==> config.mk <==
export PLATFORM = sky130hd
export DESIGN_NAME = rx_sfd_hdr
export DESIGN_NICKNAME = d
export VERILOG_FILES = /design/src/rtl/rxh_pkg.sv /design/src/rtl/rxh_sfd_match.sv /design/src/rtl/rxh_tmo_timer.sv /design/src/rtl/rxh_hdr_collect.sv /design/src/rtl/rx_sfd_hdr.sv
export SDC_FILE = /design/constraint.sdc
export NUM_CORES = 1
export LEC_CHECK = 0
export BUFFER_PORTS_ARGS = -buffer_cell sky130_fd_sc_hd__buf_2
export CORE_AREA = 10 10 147 149
export CTS_CLUSTER_SIZE = 16
export DETAILED_ROUTE_END_ITERATION = 16
export DIE_AREA = 0 0 157 159
export PLACE_DENSITY = 0.6
export SLEW_MARGIN = 20
export SYNTH_ARGS = -nofsm -noshare
export SYNTH_HDL_FRONTEND = slang
export SYNTH_SLANG_ARGS = --single-unit
==> constraint.sdc <==
create_clock -name clk -period 5.1 [get_ports clk]
set_input_delay 0.51 -clock clk [delete_from_list [all_inputs] [get_ports clk]]
set_output_delay 0.51 -clock clk [all_outputs]
set_load 0.005 [all_outputs]
==> src/rtl/rxh_pkg.sv <==
package rxh_pkg;

  localparam int SFD_W     = 16;
  localparam int CRC_W     = 16;
  localparam int SIG_W     = 8;
  localparam int SVC_W     = 8;
  localparam int LEN_W     = 16;
  localparam int HDR_BITS  = SIG_W + SVC_W + LEN_W + CRC_W;
  localparam int PROT_BITS = HDR_BITS - CRC_W;

  function automatic logic [SFD_W-1:0] bit_rev(input logic [SFD_W-1:0] v);
    logic [SFD_W-1:0] r;
    for (int i = 0; i < SFD_W; i++) r[i] = v[SFD_W-1-i];
    return r;
  endfunction

  // Long delimiter as a word whose bit 0 arrives first; short is its mirror.
  localparam logic [SFD_W-1:0] SFD_LONG  = 16'hF3A0;
  localparam logic [SFD_W-1:0] SFD_SHORT = bit_rev(SFD_LONG);

  localparam logic [CRC_W-1:0] CRC_POLY = 16'h1021;
  localparam logic [CRC_W-1:0] CRC_SEED = 16'hFFFF;

  function automatic logic [CRC_W-1:0] crc_step(input logic [CRC_W-1:0] c, input logic b);
    logic fb;
    fb = c[CRC_W-1] ^ b;
    return {c[CRC_W-2:0], 1'b0} ^ (fb ? CRC_POLY : '0);
  endfunction

  typedef enum logic [1:0] {ST_IDLE, ST_SEARCH, ST_HEADER, ST_OUT} rx_state_e;

  // Returns {known, index}.
  function automatic logic [2:0] rate_decode(input logic [SIG_W-1:0] s);
    case (s)
      8'h0A:   return 3'b100;
      8'h14:   return 3'b101;
      8'h37:   return 3'b110;
      8'h6E:   return 3'b111;
      default: return 3'b000;
    endcase
  endfunction

endpackage

==> src/rtl/rxh_sfd_match.sv <==
module rxh_sfd_match
  import rxh_pkg::*;
(
  input  logic clk,
  input  logic rst_n,
  input  logic clear,
  input  logic step,
  input  logic bit_in,
  input  logic armed,
  output logic hit_long,
  output logic hit_short
);

  logic [SFD_W-1:0] win_q;
  logic [SFD_W-1:0] win_nxt;

  // Newest bit enters at the top, so the first received bit ends up at bit 0.
  assign win_nxt   = {bit_in, win_q[SFD_W-1:1]};
  assign hit_long  = step && armed && (win_nxt == SFD_LONG);
  assign hit_short = step && armed && (win_nxt == SFD_SHORT);

  always_ff @(posedge clk or negedge rst_n) begin
    if (!rst_n)      win_q <= '0;
    else if (clear)  win_q <= '0;
    else if (step)   win_q <= win_nxt;
  end

endmodule

==> src/rtl/rxh_tmo_timer.sv <==
module rxh_tmo_timer
  import rxh_pkg::*;
#(
  parameter int TMO_W = 16
) (
  input  logic             clk,
  input  logic             rst_n,
  input  logic             clear,
  input  logic             step,
  input  logic             bit_in,
  input  logic [TMO_W-1:0] lim_long,
  input  logic [TMO_W-1:0] lim_short,
  output logic             expire,
  output logic             armed
);

  localparam logic [TMO_W-1:0] CNT_MAX  = '1;
  localparam logic [TMO_W-1:0] ARM_FROM = TMO_W'(SFD_W - 1);

  logic [TMO_W-1:0] cnt_q;
  logic [TMO_W-1:0] cnt_inc;
  logic [TMO_W-1:0] limit;
  logic             pol_q;
  logic             pol_set_q;
  logic             pol_now;

  assign pol_now = pol_set_q ? pol_q : bit_in;
  assign limit   = pol_now ? lim_long : lim_short;
  assign cnt_inc = (cnt_q == CNT_MAX) ? cnt_q : cnt_q + TMO_W'(1);
  assign expire  = step && (cnt_inc >= limit);
  assign armed   = cnt_q >= ARM_FROM;

  always_ff @(posedge clk or negedge rst_n) begin
    if (!rst_n) begin
      cnt_q     <= '0;
      pol_q     <= 1'b0;
      pol_set_q <= 1'b0;
    end else if (clear) begin
      cnt_q     <= '0;
      pol_q     <= 1'b0;
      pol_set_q <= 1'b0;
    end else if (step) begin
      cnt_q <= cnt_inc;
      if (!pol_set_q) begin
        pol_q     <= bit_in;
        pol_set_q <= 1'b1;
      end
    end
  end

  assert_cnt_idle_R4: assert property (@(posedge clk) disable iff (!rst_n)
    (!step && !clear) |=> $stable(cnt_q));

  assert_pol_kept_R3: assert property (@(posedge clk) disable iff (!rst_n)
    (pol_set_q && !clear) |=> (pol_set_q && $stable(pol_q)));

endmodule

==> src/rtl/rxh_hdr_collect.sv <==
module rxh_hdr_collect
  import rxh_pkg::*;
#(
  parameter int LANES = 2
) (
  input  logic             clk,
  input  logic             rst_n,
  input  logic             clear,
  input  logic             step,
  input  logic             dual,
  input  logic [LANES-1:0] bits_in,
  output logic             full,
  output logic [SIG_W-1:0] sig_f,
  output logic [SVC_W-1:0] svc_f,
  output logic [LEN_W-1:0] len_f,
  output logic             crc_ok
);

  localparam int CW = $clog2(HDR_BITS + 1);
  localparam logic [CW-1:0] CNT_END  = CW'(HDR_BITS);
  localparam logic [CW-1:0] CNT_PROT = CW'(PROT_BITS);

  logic [CW-1:0]       cnt_q, cnt_n;
  logic [HDR_BITS-1:0] hb_q, hb_n;
  logic [CRC_W-1:0]    crc_q, crc_n;
  logic [CRC_W-1:0]    rx_crc;

  assign full = (cnt_q == CNT_END);

  // Store each bit at its arrival index; run the CRC over the protected part.
  always_comb begin
    cnt_n = cnt_q;
    hb_n  = hb_q;
    crc_n = crc_q;
    if (step && !full) begin
      for (int l = 0; l < LANES; l++) begin
        if ((l == 0 || dual) && (cnt_n < CNT_END)) begin
          hb_n[cnt_n] = bits_in[l];
          if (cnt_n < CNT_PROT) crc_n = crc_step(crc_n, bits_in[l]);
          cnt_n = cnt_n + CW'(1);
        end
      end
    end
  end

  always_ff @(posedge clk or negedge rst_n) begin
    if (!rst_n) begin
      cnt_q <= '0;
      hb_q  <= '0;
      crc_q <= CRC_SEED;
    end else if (clear) begin
      cnt_q <= '0;
      hb_q  <= '0;
      crc_q <= CRC_SEED;
    end else begin
      cnt_q <= cnt_n;
      hb_q  <= hb_n;
      crc_q <= crc_n;
    end
  end

  // The check word arrives most significant bit first.
  for (genvar k = 0; k < CRC_W; k++) begin : g_crc_bits
    assign rx_crc[CRC_W-1-k] = hb_q[PROT_BITS+k];
  end

  assign crc_ok = (rx_crc == ~crc_q);
  assign sig_f  = hb_q[SIG_W-1:0];
  assign svc_f  = hb_q[SIG_W+SVC_W-1:SIG_W];
  assign len_f  = hb_q[PROT_BITS-1:SIG_W+SVC_W];

  assert_cnt_bound_R10: assert property (@(posedge clk) disable iff (!rst_n)
    cnt_q <= CNT_END);

  assert_pair_step_R10: assert property (@(posedge clk) disable iff (!rst_n)
    (step && dual && !clear && !full) |=> (cnt_q == $past(cnt_q) + CW'(2)));

  assert_single_step_R10: assert property (@(posedge clk) disable iff (!rst_n)
    (step && !dual && !clear && !full) |=> (cnt_q == $past(cnt_q) + CW'(1)));

endmodule

==> src/rtl/rx_sfd_hdr.sv <==
module rx_sfd_hdr
  import rxh_pkg::*;
#(
  parameter int TMO_W = 16,
  parameter int LANES = 2
) (
  input  logic             clk,
  input  logic             rst_n,
  input  logic             desc_init,
  input  logic [TMO_W-1:0] tmo_long,
  input  logic [TMO_W-1:0] tmo_short,
  input  logic             sym_valid,
  output logic             sym_ready,
  input  logic [LANES-1:0] sym_bits,
  output logic             hdr_valid,
  input  logic             hdr_ready,
  output logic             hdr_short,
  output logic [1:0]       hdr_rate,
  output logic             hdr_rate_ok,
  output logic [SVC_W-1:0] hdr_service,
  output logic             hdr_len_ext,
  output logic [LEN_W-1:0] hdr_length,
  output logic             data_rdy,
  output logic             acq_restart,
  output logic [1:0]       err_status,
  input  logic [1:0]       err_clr
);

  rx_state_e        st_q;
  logic             accept, srch_step, hdr_step;
  logic             hit_long, hit_short, sfd_hit;
  logic             expire, armed;
  logic             full, crc_ok;
  logic [SIG_W-1:0] sig_f;
  logic [2:0]       rate_dec;
  logic [1:0]       err_set;
  logic             is_short_q, rdy_q, restart_q;
  logic [1:0]       err_q;

  assign sym_ready = !desc_init &&
                     ((st_q == ST_IDLE) || (st_q == ST_SEARCH) ||
                      ((st_q == ST_HEADER) && !full));
  assign accept    = sym_valid && sym_ready;
  assign srch_step = accept && (st_q == ST_SEARCH);
  assign hdr_step  = accept && (st_q == ST_HEADER);
  assign sfd_hit   = hit_long || hit_short;

  rxh_tmo_timer #(.TMO_W(TMO_W)) u_timer (
    .clk(clk), .rst_n(rst_n), .clear(desc_init), .step(srch_step),
    .bit_in(sym_bits[0]), .lim_long(tmo_long), .lim_short(tmo_short),
    .expire(expire), .armed(armed)
  );

  rxh_sfd_match u_sfd (
    .clk(clk), .rst_n(rst_n), .clear(desc_init), .step(srch_step),
    .bit_in(sym_bits[0]), .armed(armed),
    .hit_long(hit_long), .hit_short(hit_short)
  );

  rxh_hdr_collect #(.LANES(LANES)) u_hdr (
    .clk(clk), .rst_n(rst_n), .clear(desc_init), .step(hdr_step),
    .dual(is_short_q), .bits_in(sym_bits), .full(full),
    .sig_f(sig_f), .svc_f(hdr_service), .len_f(hdr_length), .crc_ok(crc_ok)
  );

  assign err_set[0] = !desc_init && (st_q == ST_HEADER) && full && !crc_ok;
  assign err_set[1] = !desc_init && srch_step && !sfd_hit && expire;

  always_ff @(posedge clk or negedge rst_n) begin
    if (!rst_n) begin
      st_q       <= ST_IDLE;
      is_short_q <= 1'b0;
      rdy_q      <= 1'b0;
      restart_q  <= 1'b0;
      err_q      <= '0;
    end else begin
      restart_q <= 1'b0;
      err_q     <= (err_q & ~err_clr) | err_set;
      if (desc_init) begin
        st_q       <= ST_SEARCH;
        is_short_q <= 1'b0;
        rdy_q      <= 1'b0;
      end else begin
        unique case (st_q)
          ST_SEARCH: if (srch_step) begin
            if (sfd_hit) begin
              st_q       <= ST_HEADER;
              is_short_q <= hit_short;
              rdy_q      <= 1'b1;
            end else if (expire) begin
              st_q      <= ST_IDLE;
              restart_q <= 1'b1;
            end
          end
          ST_HEADER: if (full) begin
            if (crc_ok) begin
              st_q <= ST_OUT;
            end else begin
              st_q      <= ST_IDLE;
              rdy_q     <= 1'b0;
              restart_q <= 1'b1;
            end
          end
          ST_OUT: if (hdr_ready) st_q <= ST_IDLE;
          default: ;
        endcase
      end
    end
  end

  assign rate_dec    = rate_decode(sig_f);
  assign hdr_valid   = (st_q == ST_OUT);
  assign hdr_short   = is_short_q;
  assign hdr_rate    = rate_dec[1:0];
  assign hdr_rate_ok = rate_dec[2];
  assign hdr_len_ext = hdr_service[SVC_W-1];
  assign data_rdy    = rdy_q;
  assign acq_restart = restart_q;
  assign err_status  = err_q;

  assert_hold_R12: assert property (@(posedge clk) disable iff (!rst_n)
    (hdr_valid && !hdr_ready && !desc_init) |=>
      (hdr_valid && $stable(hdr_length) && $stable(hdr_service) &&
       $stable(hdr_rate) && $stable(hdr_short)));

  assert_stall_R12: assert property (@(posedge clk) disable iff (!rst_n)
    hdr_valid |-> !sym_ready);

  assert_valid_framed_R2: assert property (@(posedge clk) disable iff (!rst_n)
    hdr_valid |-> data_rdy);

  assert_crc_restart_R7: assert property (@(posedge clk) disable iff (!rst_n)
    $rose(err_status[0]) |-> (acq_restart && !data_rdy));

  assert_tmo_restart_R8: assert property (@(posedge clk) disable iff (!rst_n)
    $rose(err_status[1]) |-> acq_restart);

  assert_sticky_R9: assert property (@(posedge clk) disable iff (!rst_n)
    (err_status[0] && !err_clr[0]) |=> err_status[0]);

endmodule

==> results by group, run 1 <==
Synth
  • Syn_area_per_cell: roughly 8.5 um^2
  • Most frequent cell after synthesis: nand2_1
  • Cells after Synth: between 900 and 1000
  • Distinct cells, synth: slightly below 80
  • Most frequent cells after synthesis: 149 x nand2_1, 94 x dfrtp_1, 69 x mux2i_1
  • Post-Syn Nets: 1029
  • Post-synthesis sequential area ratio: approximately a third
  • Seq cells post-synth: 110
  • Ys async rst share: between 90% and 100%
  • EDFF count, synth: 0
  • Share of the synthesized area in the top cell type: ~29%
  • Synth area leader: dfrtp_1
  • Top_reg_cell synth: dfrtp_1
  • Yosys Warn Count: 0
  • Mapped Area: 8210 um^2
  • Top cells by area, synth: dfrtp_1 29%, mux2i_1 8.4%, nand2_1 6.8%

Floorplanning
  • Rows: 50
  • Initial Util: between 40 and 50%
  • Die area: approximately 25000 um^2
  • Die height: roughly 160 um
  • Core area: 18600 um^2
  • Die width: ~160 um
  • Io pins: 76

GRT
  • GR Util All Layers: roughly 18%
  • Global-route wire length before repair: roughly 37 mm
  • Gr ovfl total: 0
  • Vias in the first global route: 6826
  • Antenna violations before repair: 0
  • Largest net degree at the start of global routing: 75

Route
  • DR DRC count: 0
  • Iteration-0 DRC Markers: ~670
  • Routed wire per std cell: about 19 um
  • Post-DRT Antenna Nets: 0
  • Post-Route WL: 22.6 mm
  • Via count: 7082
  • Vias per cell: between 5 and 6
  • Drt pass-1 iters: 6

STA
  • Part of the cycle the worst path needs: 70.7%
  • Min Tclk post-route: roughly 3.6 ns
  • Final setup vio count: 0
  • Final Skew: 0.0125 ns
  • Hold Violations, Final: 0
  • Final WS setup: between 1 and 1.5 ns
  • RSZ-0062 raised after global routing: no
  • Max Slew Vio Count: 0
  • Max-slew headroom: between 30% and 40%
  • Setup TNS: 0 ns
  • Upper clock frequency limit: between 200 and 300 MHz
  • Worst-margin pin slew: approximately 1.0 ns

Placement
  • GP Congestion: 0.810
  • IO buf count: 75
  • Post-Place Setup Slack: around 1.6 ns
  • Final HPWL DP: between 15 and 20 mm

Clock network
  • Post-CTS sizing: 0
  • CTS tree: done
  • Clk Latency, worst-skew pair: ~0.37 ns
  • CTS H-tree depth: 3
  • CTS clk-pin slew, worst paths: around 0.07 ns
  • Post-CTS setup buffers: 0
  • Clock sink count: 110
  • Root buffer cell: clkbuf_16
  • CTS Hold Bufs: 0
  • Inserted Clock Buffers: 9
  • Worst-case clock buffer depth: 2

Power and ir drop
  • LEAKAGE: 4.10 nW
  • Peak supply drop: ~0.17 mV
  • PD cells: 221 nW/um^2

Critical path
  • Worst Reg2Reg Path Length in Cells: 11
  • CP Launch Type: register
  • CP max FO: 9
  • CP Class: reg2reg
  • Req. time, crit path: ~5.4 ns
  • WP data arrival: 3.88 ns
  • Setup crit end kind: register

Layout
  • Ant. Diodes: 0
  • Layout cell share with drive strength beyond 1: about 17%
  • Area occupied by multi-input gates: around 4900 um^2
  • Final net count: 1035
  • # fillers: between 1500 and 2000
  • Sequential cell area: about 2800 um^2
  • Area Growth Syn to Fin: 7.81%

Hold path
  • Min-Delay Path Class: in2async

Run status
  • Status: complete, no violations

Flow run
  • Max-Cap Viols: 0
-- kinds of logic (layout without fill, tap and decap cells) --
family                     after synthesis  in the layout  share of synthesized area [%]
buffers and inverters                  110            121                           6.88
xor gates and xnor gates                52             52                           5.55
and+or+nand+nor                        388            388                           23.4
muxes                                   76             76                           9.42
DFF                                    110            110                           33.8
adders and majority gates               24             24                           3.66
AOI/OAI and AO/OA                      204            204                           17.3
-- path summary, 6_finish.rpt --
path                                     end        startpoint  slack (ns)
setup / recovery                     st_q[0]  u_timer.cnt_q[6]        1.49
hold / removal                u_hdr.hb_q[13]             rst_n        0.29
setup reg to reg                     st_q[0]  u_timer.cnt_q[6]        1.49
hold reg to reg               u_hdr.crc_q[3]    u_hdr.crc_q[2]        0.51
max in group asynchronous  u_timer.cnt_q[13]             rst_n        3.77
min in group clk               err_status[1]        err_clr[1]        0.31
-- power by group --
group	leakage [nW]	switching (mW)	internal [mW]
registers	1.48	0.0161	0.885
clock network	0.162	0.360	0.438
logic	2.46	0.162	0.0939
total	4.10	0.538	1.42
-- per-layer routing --
layer | wire length (um) | share of wire [%] | vias to the layer above | track usage, %
met1 | 10800 | 48 | 3386 | 25.4
met3 | 1390 | 6.2 | 34 | 3.91
li1 | - | - | 3463 | -
met4 | 558 | 2.5 | 0 | 6.09
met2 | 9830 | 44 | 199 | 26.4
met5 | 0 | 0 | - | 0
-- area by class of cell --
class	instances	share of cell area [%]
Tap cell	234	3.31
Clock buffer	9	2.55
Timing Repair Buffer	94	5.88
Inverter	11	0.467
Sequential cell	110	31.3
Clock inverter	7	1.16
Multi-Input combinational cell	744	55.3
-- cells in the final DEF, fill, tap and decap left out, types with 9 or more instances in the layout --
master     netlist  routed
a211o_1         15      15
a21oi_1         59      59
a221o_1         10      10
a31oi_1         32      32
and2_1          11      11
and3_1          10      10
buf_2           22      74
buf_4           29      20
clkbuf_16        0       9
dfrtp_1         94      94
dfstp_2         16      16
ha_1            24      24
inv_1           11      11
mux2i_1         69      68
nand2_1        149     149
nand2b_1         9       9
nand3_1         67      67
nand4_1         16      16
nor2_1          53      52
nor3_1          29      29
o21ai_0         32      32
xnor2_1         19      19
xor2_1          33      33
-- sequential cells by signal, summed over array words and instances (netlist names) --
name and count:
data_rdy 1, st_q 2, hdr_short 1, u_timer.pol_set_q 1, acq_restart 1, err_status 2, u_hdr.cnt_q 6, u_timer.cnt_q 16
u_hdr.hb_q 48, u_timer.pol_q 1, u_hdr.crc_q 16, u_sfd.win_q 15
-- worst max-delay path: stages, from the launching register on --
cell and delay [ns]:
dfrtp_1 0.50, and3_1 0.29, nand4_1 0.25, or3_1 0.54, xnor2_1 0.19, ha_1 0.27
nand2b_1 0.14, a2111o_1 0.40, a32oi_1 0.21, nand3_1 0.17, or2_2 0.34, a311oi_2 0.23
-- metrics by stage --
stage	std cells	util, %	instance area [um^2]	power [mW]	hold slack, ns
floorplan	964	-	8210	1.09	0.214
global placement	1193	45.8	8510	1.17	0.490
detailed placement	1193	45.8	8510	1.18	0.495
CTS	1209	47.6	8840	1.98	0.298
global route	1209	47.6	8850	2.04	0.323
finish	1209	47.6	8850	1.95	0.288
(Power assumes the default switching activity.)
==> run 2: changes to the inputs <==
==> constraint.sdc (replaced) <==
create_clock -name clk -period 3.7 [get_ports clk]
set_input_delay 0.37 -clock clk [delete_from_list [all_inputs] [get_ports clk]]
set_output_delay 0.37 -clock clk [all_outputs]
set_load 0.005 [all_outputs]
==> results by group, run 2 (synthesis results as in run 1) <==
GRT
  • Gr ovfl total: 0 (unchanged)
  • Vias in the first global route: 6730 (-1.4%)
  • Antenna violations before repair: 0 (unchanged)
  • GR Util All Layers: 17.7% (-0.24 points)
  • Global-route wire length before repair: 36.6 mm (-1.3%)
  • Largest net degree at the start of global routing: 62 (-17%)

Power and ir drop
  • PD cells: 296 nW/um^2 (+34%)
  • Peak supply drop: 0.223 mV (+30%)
  • LEAKAGE: 4.17 nW (+1.8%)

Clock network
  • CTS H-tree depth: 3 (unchanged)
  • Post-CTS setup buffers: 0 (unchanged)
  • CTS clk-pin slew, worst paths: 0.07 ns (about the same)
  • Clock sink count: 110 (unchanged)
  • Root buffer cell: clkbuf_16
  • CTS tree: done
  • Post-CTS sizing: 0 (unchanged)
  • Worst-case clock buffer depth: 2 (unchanged)
  • Clk Latency, worst-skew pair: 0.36 ns (about the same)
  • Inserted Clock Buffers: 9 (unchanged)
  • CTS Hold Bufs: 0 (unchanged)

Critical path
  • R2R setup slack: 0.26 ns (-1.23 ns)
  • WP data arrival: 3.71 ns (-0.17 ns)
  • Setup crit end kind: register
  • Worst R2R End: st_q[0]
  • CP max FO: 8 (-1)
  • Req. time, crit path: 3.97 ns (-1.41 ns)
  • CP Class: reg2reg
  • RR Startpoint: u_timer.cnt_q[6]
  • CP Launch Type: register
  • CP startpoint: u_timer.cnt_q[6]
  • Worst Reg2Reg Path Length in Cells: 11 (unchanged)

Layout
  • Largest Register: u_hdr.hb_q
  • Area occupied by multi-input gates: 4890 um^2 (-0.10%)
  • Top Registers: u_hdr.hb_q x48, u_hdr.crc_q x16, u_timer.cnt_q x16
  • Commonest non-fill, non-tap cell in the layout: nand2_1
  • Layout cell share with drive strength beyond 1: 18.1% (+1.0 points)
  • Finished Layout Cells: 1226 (+1.4%)
  • Area Growth Syn to Fin: 9.23%
  • Final net count: 1052 (+1.6%)
  • Most frequent cells in the layout: 149 x nand2_1, 94 x dfrtp_1, 74 x buf_2, 68 x mux2i_1, 67 x nand3_1
  • Final core utilization: 48.2% (+0.63 points)
  • Sequential cell area: 2770 um^2 (unchanged)
  • # fillers: 1765 (-2.6%)
  • Max FFs per register: 48 (unchanged)
  • Ant. Diodes: 0 (unchanged)

Route
  • DR top layer: met4
  • Met3 routed WL: 1.52 mm (+8.8%)
  • Routed wire per std cell: 18.2 um (-2.3%)
  • Post-Route WL: 22.4 mm (-0.91%)
  • Vias per cell: 5.83 (-0.54%)
  • DRT met1 WL: 10.8 mm (+0.14%)
  • Metal2 WL: 9.72 mm (-1.1%)
  • Drt pass-1 iters: 8 (+2)
  • DR DRC count: 0 (unchanged)
  • Via count: 7143 (+0.86%)
  • Post-DRT Antenna Nets: 0 (unchanged)
  • Iteration-0 DRC Markers: 594 (-12%)

STA
  • Max Slew Vio Count: 0 (unchanged)
  • Part of the cycle the worst path needs: 93.0% (+22 points)
  • Hold Violations, Final: 0 (unchanged)
  • Final Skew: 0.00858 ns (-0.00394 ns)
  • RSZ-0062 raised after global routing: no
  • Max-slew headroom: 35.1% (+2.0 points)
  • Upper clock frequency limit: 291 MHz (+4.8%)
  • Worst-margin pin slew: 0.967 ns (-0.0327 ns)
  • Min Tclk post-route: 3.44 ns (-0.166 ns)
  • Final setup vio count: 0 (unchanged)
  • Final WS setup: 0.260 ns (-1.23 ns)
  • Setup TNS: 0 ns (unchanged)
  • WHS: 0.0448 ns (-0.243 ns)

Run status
  • Status: complete, no violations

Floorplanning
  • Die area: 25000 um^2 (unchanged)
  • Die height: 159 um (unchanged)
  • Core area: 18600 um^2 (unchanged)
  • Rows: 50 (unchanged)
  • Die width: 157 um (unchanged)
  • Initial Util: 44.2% (unchanged)
  • Io pins: 76 (unchanged)

Placement
  • Final HPWL DP: 15.1 mm (+0.17%)
  • Post-Place Setup Slack: 0.272 ns (-1.28 ns)
  • IO buf count: 75 (unchanged)
  • GP Congestion: 0.856 (+5.7%)
  • Post-placement cell count: 1210 (+1.4%)

Hold path
  • Min-Delay Path Class: in2async

Flow run
  • Max-Cap Viols: 0 (unchanged)
run 2: per-layer routing:
metal | global-route usage, % | vias to the layer above
met4 | 4.64 | 0
met5 | 0 | -
li1 | - | 3495
met2 | 26.0 | 240
met3 | 3.94 | 23
met1 | 25.6 | 3385
run 2: worst max path at each step:
stage | cells after the start | endpoint
6_report | 11 | st_q[0]
5_1_grt | 11 | st_q[0]
4_1_cts | 11 | st_q[0]
3_5_place_dp | 11 | st_q[0]
3_3_place_gp | 11 | st_q[0]
2_1_floorplan | 12 | st_q[0]
run 2: metrics by stage:
stage                     total power [mW]  area, um^2
after detailed placement              1.63        8650
after global placement                1.63        8650
after global routing                  2.77        8960
after floorplan                       1.50        8210
final                                 2.65        8960
after CTS                             2.68        8960
run 2: report_power, final:
| part | total [mW] | internal [mW] | switching [mW] |
|---|---|---|---|
| combinational | 0.361 | 0.135 | 0.226 |
| clock | 1.05 | 0.594 | 0.454 |
| sequential | 1.24 | 1.22 | 0.0211 |
run 2: final cells by class:
cell class                      instances  share of cell area (%)
Clock buffer                           12                    2.64
Multi-Input combinational cell        744                    54.5
Inverter                               11                   0.461
Sequential cell                       110                    30.9
Clock inverter                          4                   0.810
Timing Repair Buffer                  111                    7.37
Tap cell                              234                    3.27
run 2: critical path: stages (launching register included):
cell      delay, ns
dfrtp_1        0.49
and3_1         0.28
nand4_1        0.25
or3_1          0.41
xnor2_1        0.15
ha_1           0.27
nand2b_1       0.14
a2111o_1       0.41
a32oi_1        0.21
nand3_1        0.17
or2_2          0.35
a311oi_2       0.23
==> run 3: changes to the inputs <==
--- a/config.mk
+++ b/config.mk
@@ -6,12 +6,11 @@
 export NUM_CORES = 1
 export LEC_CHECK = 0
 export BUFFER_PORTS_ARGS = -buffer_cell sky130_fd_sc_hd__buf_2
-export CORE_AREA = 10 10 147 149
+export CORE_AREA = 10 10 140 142
 export CTS_CLUSTER_SIZE = 16
 export DETAILED_ROUTE_END_ITERATION = 16
-export DIE_AREA = 0 0 157 159
-export PLACE_DENSITY = 0.6
-export SLEW_MARGIN = 20
+export DIE_AREA = 0 0 150 152
+export PLACE_DENSITY = 0.66
 export SYNTH_ARGS = -nofsm -noshare
 export SYNTH_HDL_FRONTEND = slang
 export SYNTH_SLANG_ARGS = --single-unit
==> results by group, run 3 (synthesis results as in run 1) <==
Clock network
  • Post-CTS setup buffers: 0 (unchanged)
  • CTS Hold Bufs: 0 (unchanged)
  • CTS tree: done
  • CTS H-tree depth: 3 (unchanged)
  • Root buffer cell: clkbuf_16
  • Clock sink count: 110 (unchanged)
  • CTS clk-pin slew, worst paths: 0.07 ns (about the same)
  • Clk Latency, worst-skew pair: 0.36 ns (about the same)
  • Worst-case clock buffer depth: 2 (unchanged)
  • Inserted Clock Buffers: 9 (unchanged)

STA
  • Final Skew: 0.00845 ns (-0.000125 ns)
  • Setup TNS: 0 ns (unchanged)
  • Upper clock frequency limit: 291 MHz (about the same)
  • Max-slew headroom: 25.6% (-9.5 points)
  • WHS: 0.0363 ns (-0.00852 ns)
  • Hold Violations, Final: 0 (unchanged)
  • Min Tclk post-route: 3.44 ns (+0.00137 ns)
  • Final setup vio count: 0 (unchanged)
  • RSZ-0062 raised after global routing: no
  • Part of the cycle the worst path needs: 93.0% (about the same)
  • Worst-margin pin slew: 1.11 ns (+0.140 ns)
  • Max Slew Vio Count: 0 (unchanged)

Layout
  • Commonest non-fill, non-tap cell in the layout: nand2_1
  • # fillers: 1607 (-9.0%)
  • Top Registers: u_hdr.hb_q x48, u_hdr.crc_q x16, u_timer.cnt_q x16
  • Final instance area: 8950 um^2 (-0.13%)
  • Sequential cell area: 2770 um^2 (about the same)
  • Layout cell share with drive strength beyond 1: 18.3% (+0.14 points)
  • Most frequent cells in the layout: 149 x nand2_1, 93 x dfrtp_1, 74 x buf_2, 68 x mux2i_1, 67 x nand3_1
  • Ant. Diodes: 0 (unchanged)
  • Area occupied by multi-input gates: 4890 um^2 (unchanged)
  • Largest Register: u_hdr.hb_q
  • Final net count: 1050 (-0.19%)
  • Area Growth Syn to Fin: 9.09%
  • Max FFs per register: 48 (unchanged)

Power and ir drop
  • PD cells: 299 nW/um^2 (+1.3%)
  • LEAKAGE: 4.17 nW (about the same)
  • Peak supply drop: 0.254 mV (+14%)

Route
  • Post-DRT Antenna Nets: 0 (unchanged)
  • Vias per cell: 5.86 (+0.62%)
  • Routed wire per std cell: 18.0 um (-1.3%)
  • Iteration-0 DRC Markers: 618 (+4.0%)
  • Via count: 7123 (-0.28%)
  • Drt pass-1 iters: 5 (-3)
  • DR DRC count: 0 (unchanged)
  • Post-Route WL: 21.9 mm (-2.2%)

Critical path
  • Worst-path cell chain: and3_1 -> nand4_1 -> or3_1 -> xnor2_1 -> ha_1 -> nand2b_1 -> a2111o_1 -> a32oi_1 -> nand3_1 -> or2_2 -> a311oi_2
  • CP Class: reg2reg
  • WP data arrival: 3.71 ns (about the same)
  • CP Launch Type: register
  • CP startpoint: u_timer.cnt_q[7]
  • Req. time, crit path: 3.97 ns (about the same)
  • RR Startpoint: u_timer.cnt_q[7]
  • Max incr delay on CP: 0.45 ns (-0.04 ns)
  • Critical-path top delay cell: dfrtp_1
  • CP max FO: 6 (-2)
  • Setup crit end kind: register

GRT
  • GR Util All Layers: 18.8% (+1.1 points)
  • Vias in the first global route: 6771 (+0.61%)
  • Gr ovfl total: 0 (unchanged)
  • Global-route wire length before repair: 35.5 mm (-3.1%)
  • Antenna violations before repair: 0 (unchanged)
  • Largest net degree at the start of global routing: 63 (+1.6%)

Floorplanning
  • Initial Util: 48.4% (+4.3 points)
  • Die height: 152 um (-4.4%)
  • Die area: 22800 um^2 (-8.7%)
  • Io pins: 76 (unchanged)
  • Die width: 150 um (-4.5%)
  • Core area: 16900 um^2 (-8.8%)
  • Rows: 48 (-4.0%)

Flow run
  • Max-Cap Viols: 0 (unchanged)

Placement
  • Final HPWL DP: 15.0 mm (-0.19%)
  • GP Congestion: 0.905 (+5.7%)
  • Placed Area: 8630 um^2 (-0.30%)
  • IO buf count: 75 (unchanged)

Run status
  • Status: complete, no violations

Hold path
  • Min-Delay Path Class: in2async
[run 3: worst max-delay path, delay by kind of cell, from the launching register on]
kind                       cells  cell delay [ns]
AOI/OAI and AO/OA              3             0.86
xor gates and xnor gates       1             0.22
and+or+nand+nor                6             1.58
adders and majority gates      1             0.26
DFF                            1             0.45
[run 3: timing repair]
action,in CTS,in global routing
setup endpoints to repair,0,1
hold endpoints to repair,0,0
resized for setup,0,1
[run 3: final cells by class]
| class | count | share of cell area [%] |
|---|---|---|
| tap | 225 | 3.15 |
| inverter | 11 | 0.461 |
| clock buffer | 10 | 2.56 |
| multi-input combinational | 744 | 54.6 |
| sequential | 110 | 31.0 |
| clock inverter | 6 | 1.05 |
| timing repair buffer | 109 | 7.21 |
[run 3: routing by layer]
layer | GRT usage [%] | wire length [um] | part of all wire (%)
met5 | 0 | 0 | 0
met4 | 7.04 | 592 | 2.7
met3 | 3.80 | 1370 | 6.3
met2 | 28.0 | 9660 | 44
met1 | 26.3 | 10300 | 47
[run 3: power by group]
| part | internal [mW] | total (mW) | switching (mW) |
|---|---|---|---|
| Clock | 0.602 | 1.08 | 0.474 |
| Sequential | 1.22 | 1.24 | 0.0228 |
| Combinational | 0.135 | 0.362 | 0.228 |
| Total | 1.96 | 2.68 | 0.725 |
[run 3: worst paths after layout]
kind                              endpoint  slack (ns)  depth (start not counted)
setup / recovery                   st_q[0]        0.26                         11
max in group asynchronous  u_hdr.crc_q[15]        2.86                          2
hold / removal              u_hdr.hb_q[12]        0.04                          1
hold reg to reg             u_hdr.hb_q[27]        0.50                          2
setup reg to reg                   st_q[0]        0.26                         11
min in group clk             err_status[1]        0.18                          2
[run 3: through the flow]
| stage | instances | total power [mW] | setup slack (ns) | utilization (%) |
|---|---|---|---|---|
| 6_report | 1215 | 2.68 | 0.259 | 52.9 |
| 2_1_floorplan | 964 | 1.50 | 0.453 | - |
| 5_1_grt | 1215 | 2.80 | 0.0259 | 52.9 |
| 3_5_place_dp | 1199 | 1.63 | 0.249 | 50.9 |
| 4_1_cts | 1215 | 2.70 | 0.225 | 52.8 |
| 3_3_place_gp | 1199 | 1.62 | 0.328 | 50.9 |
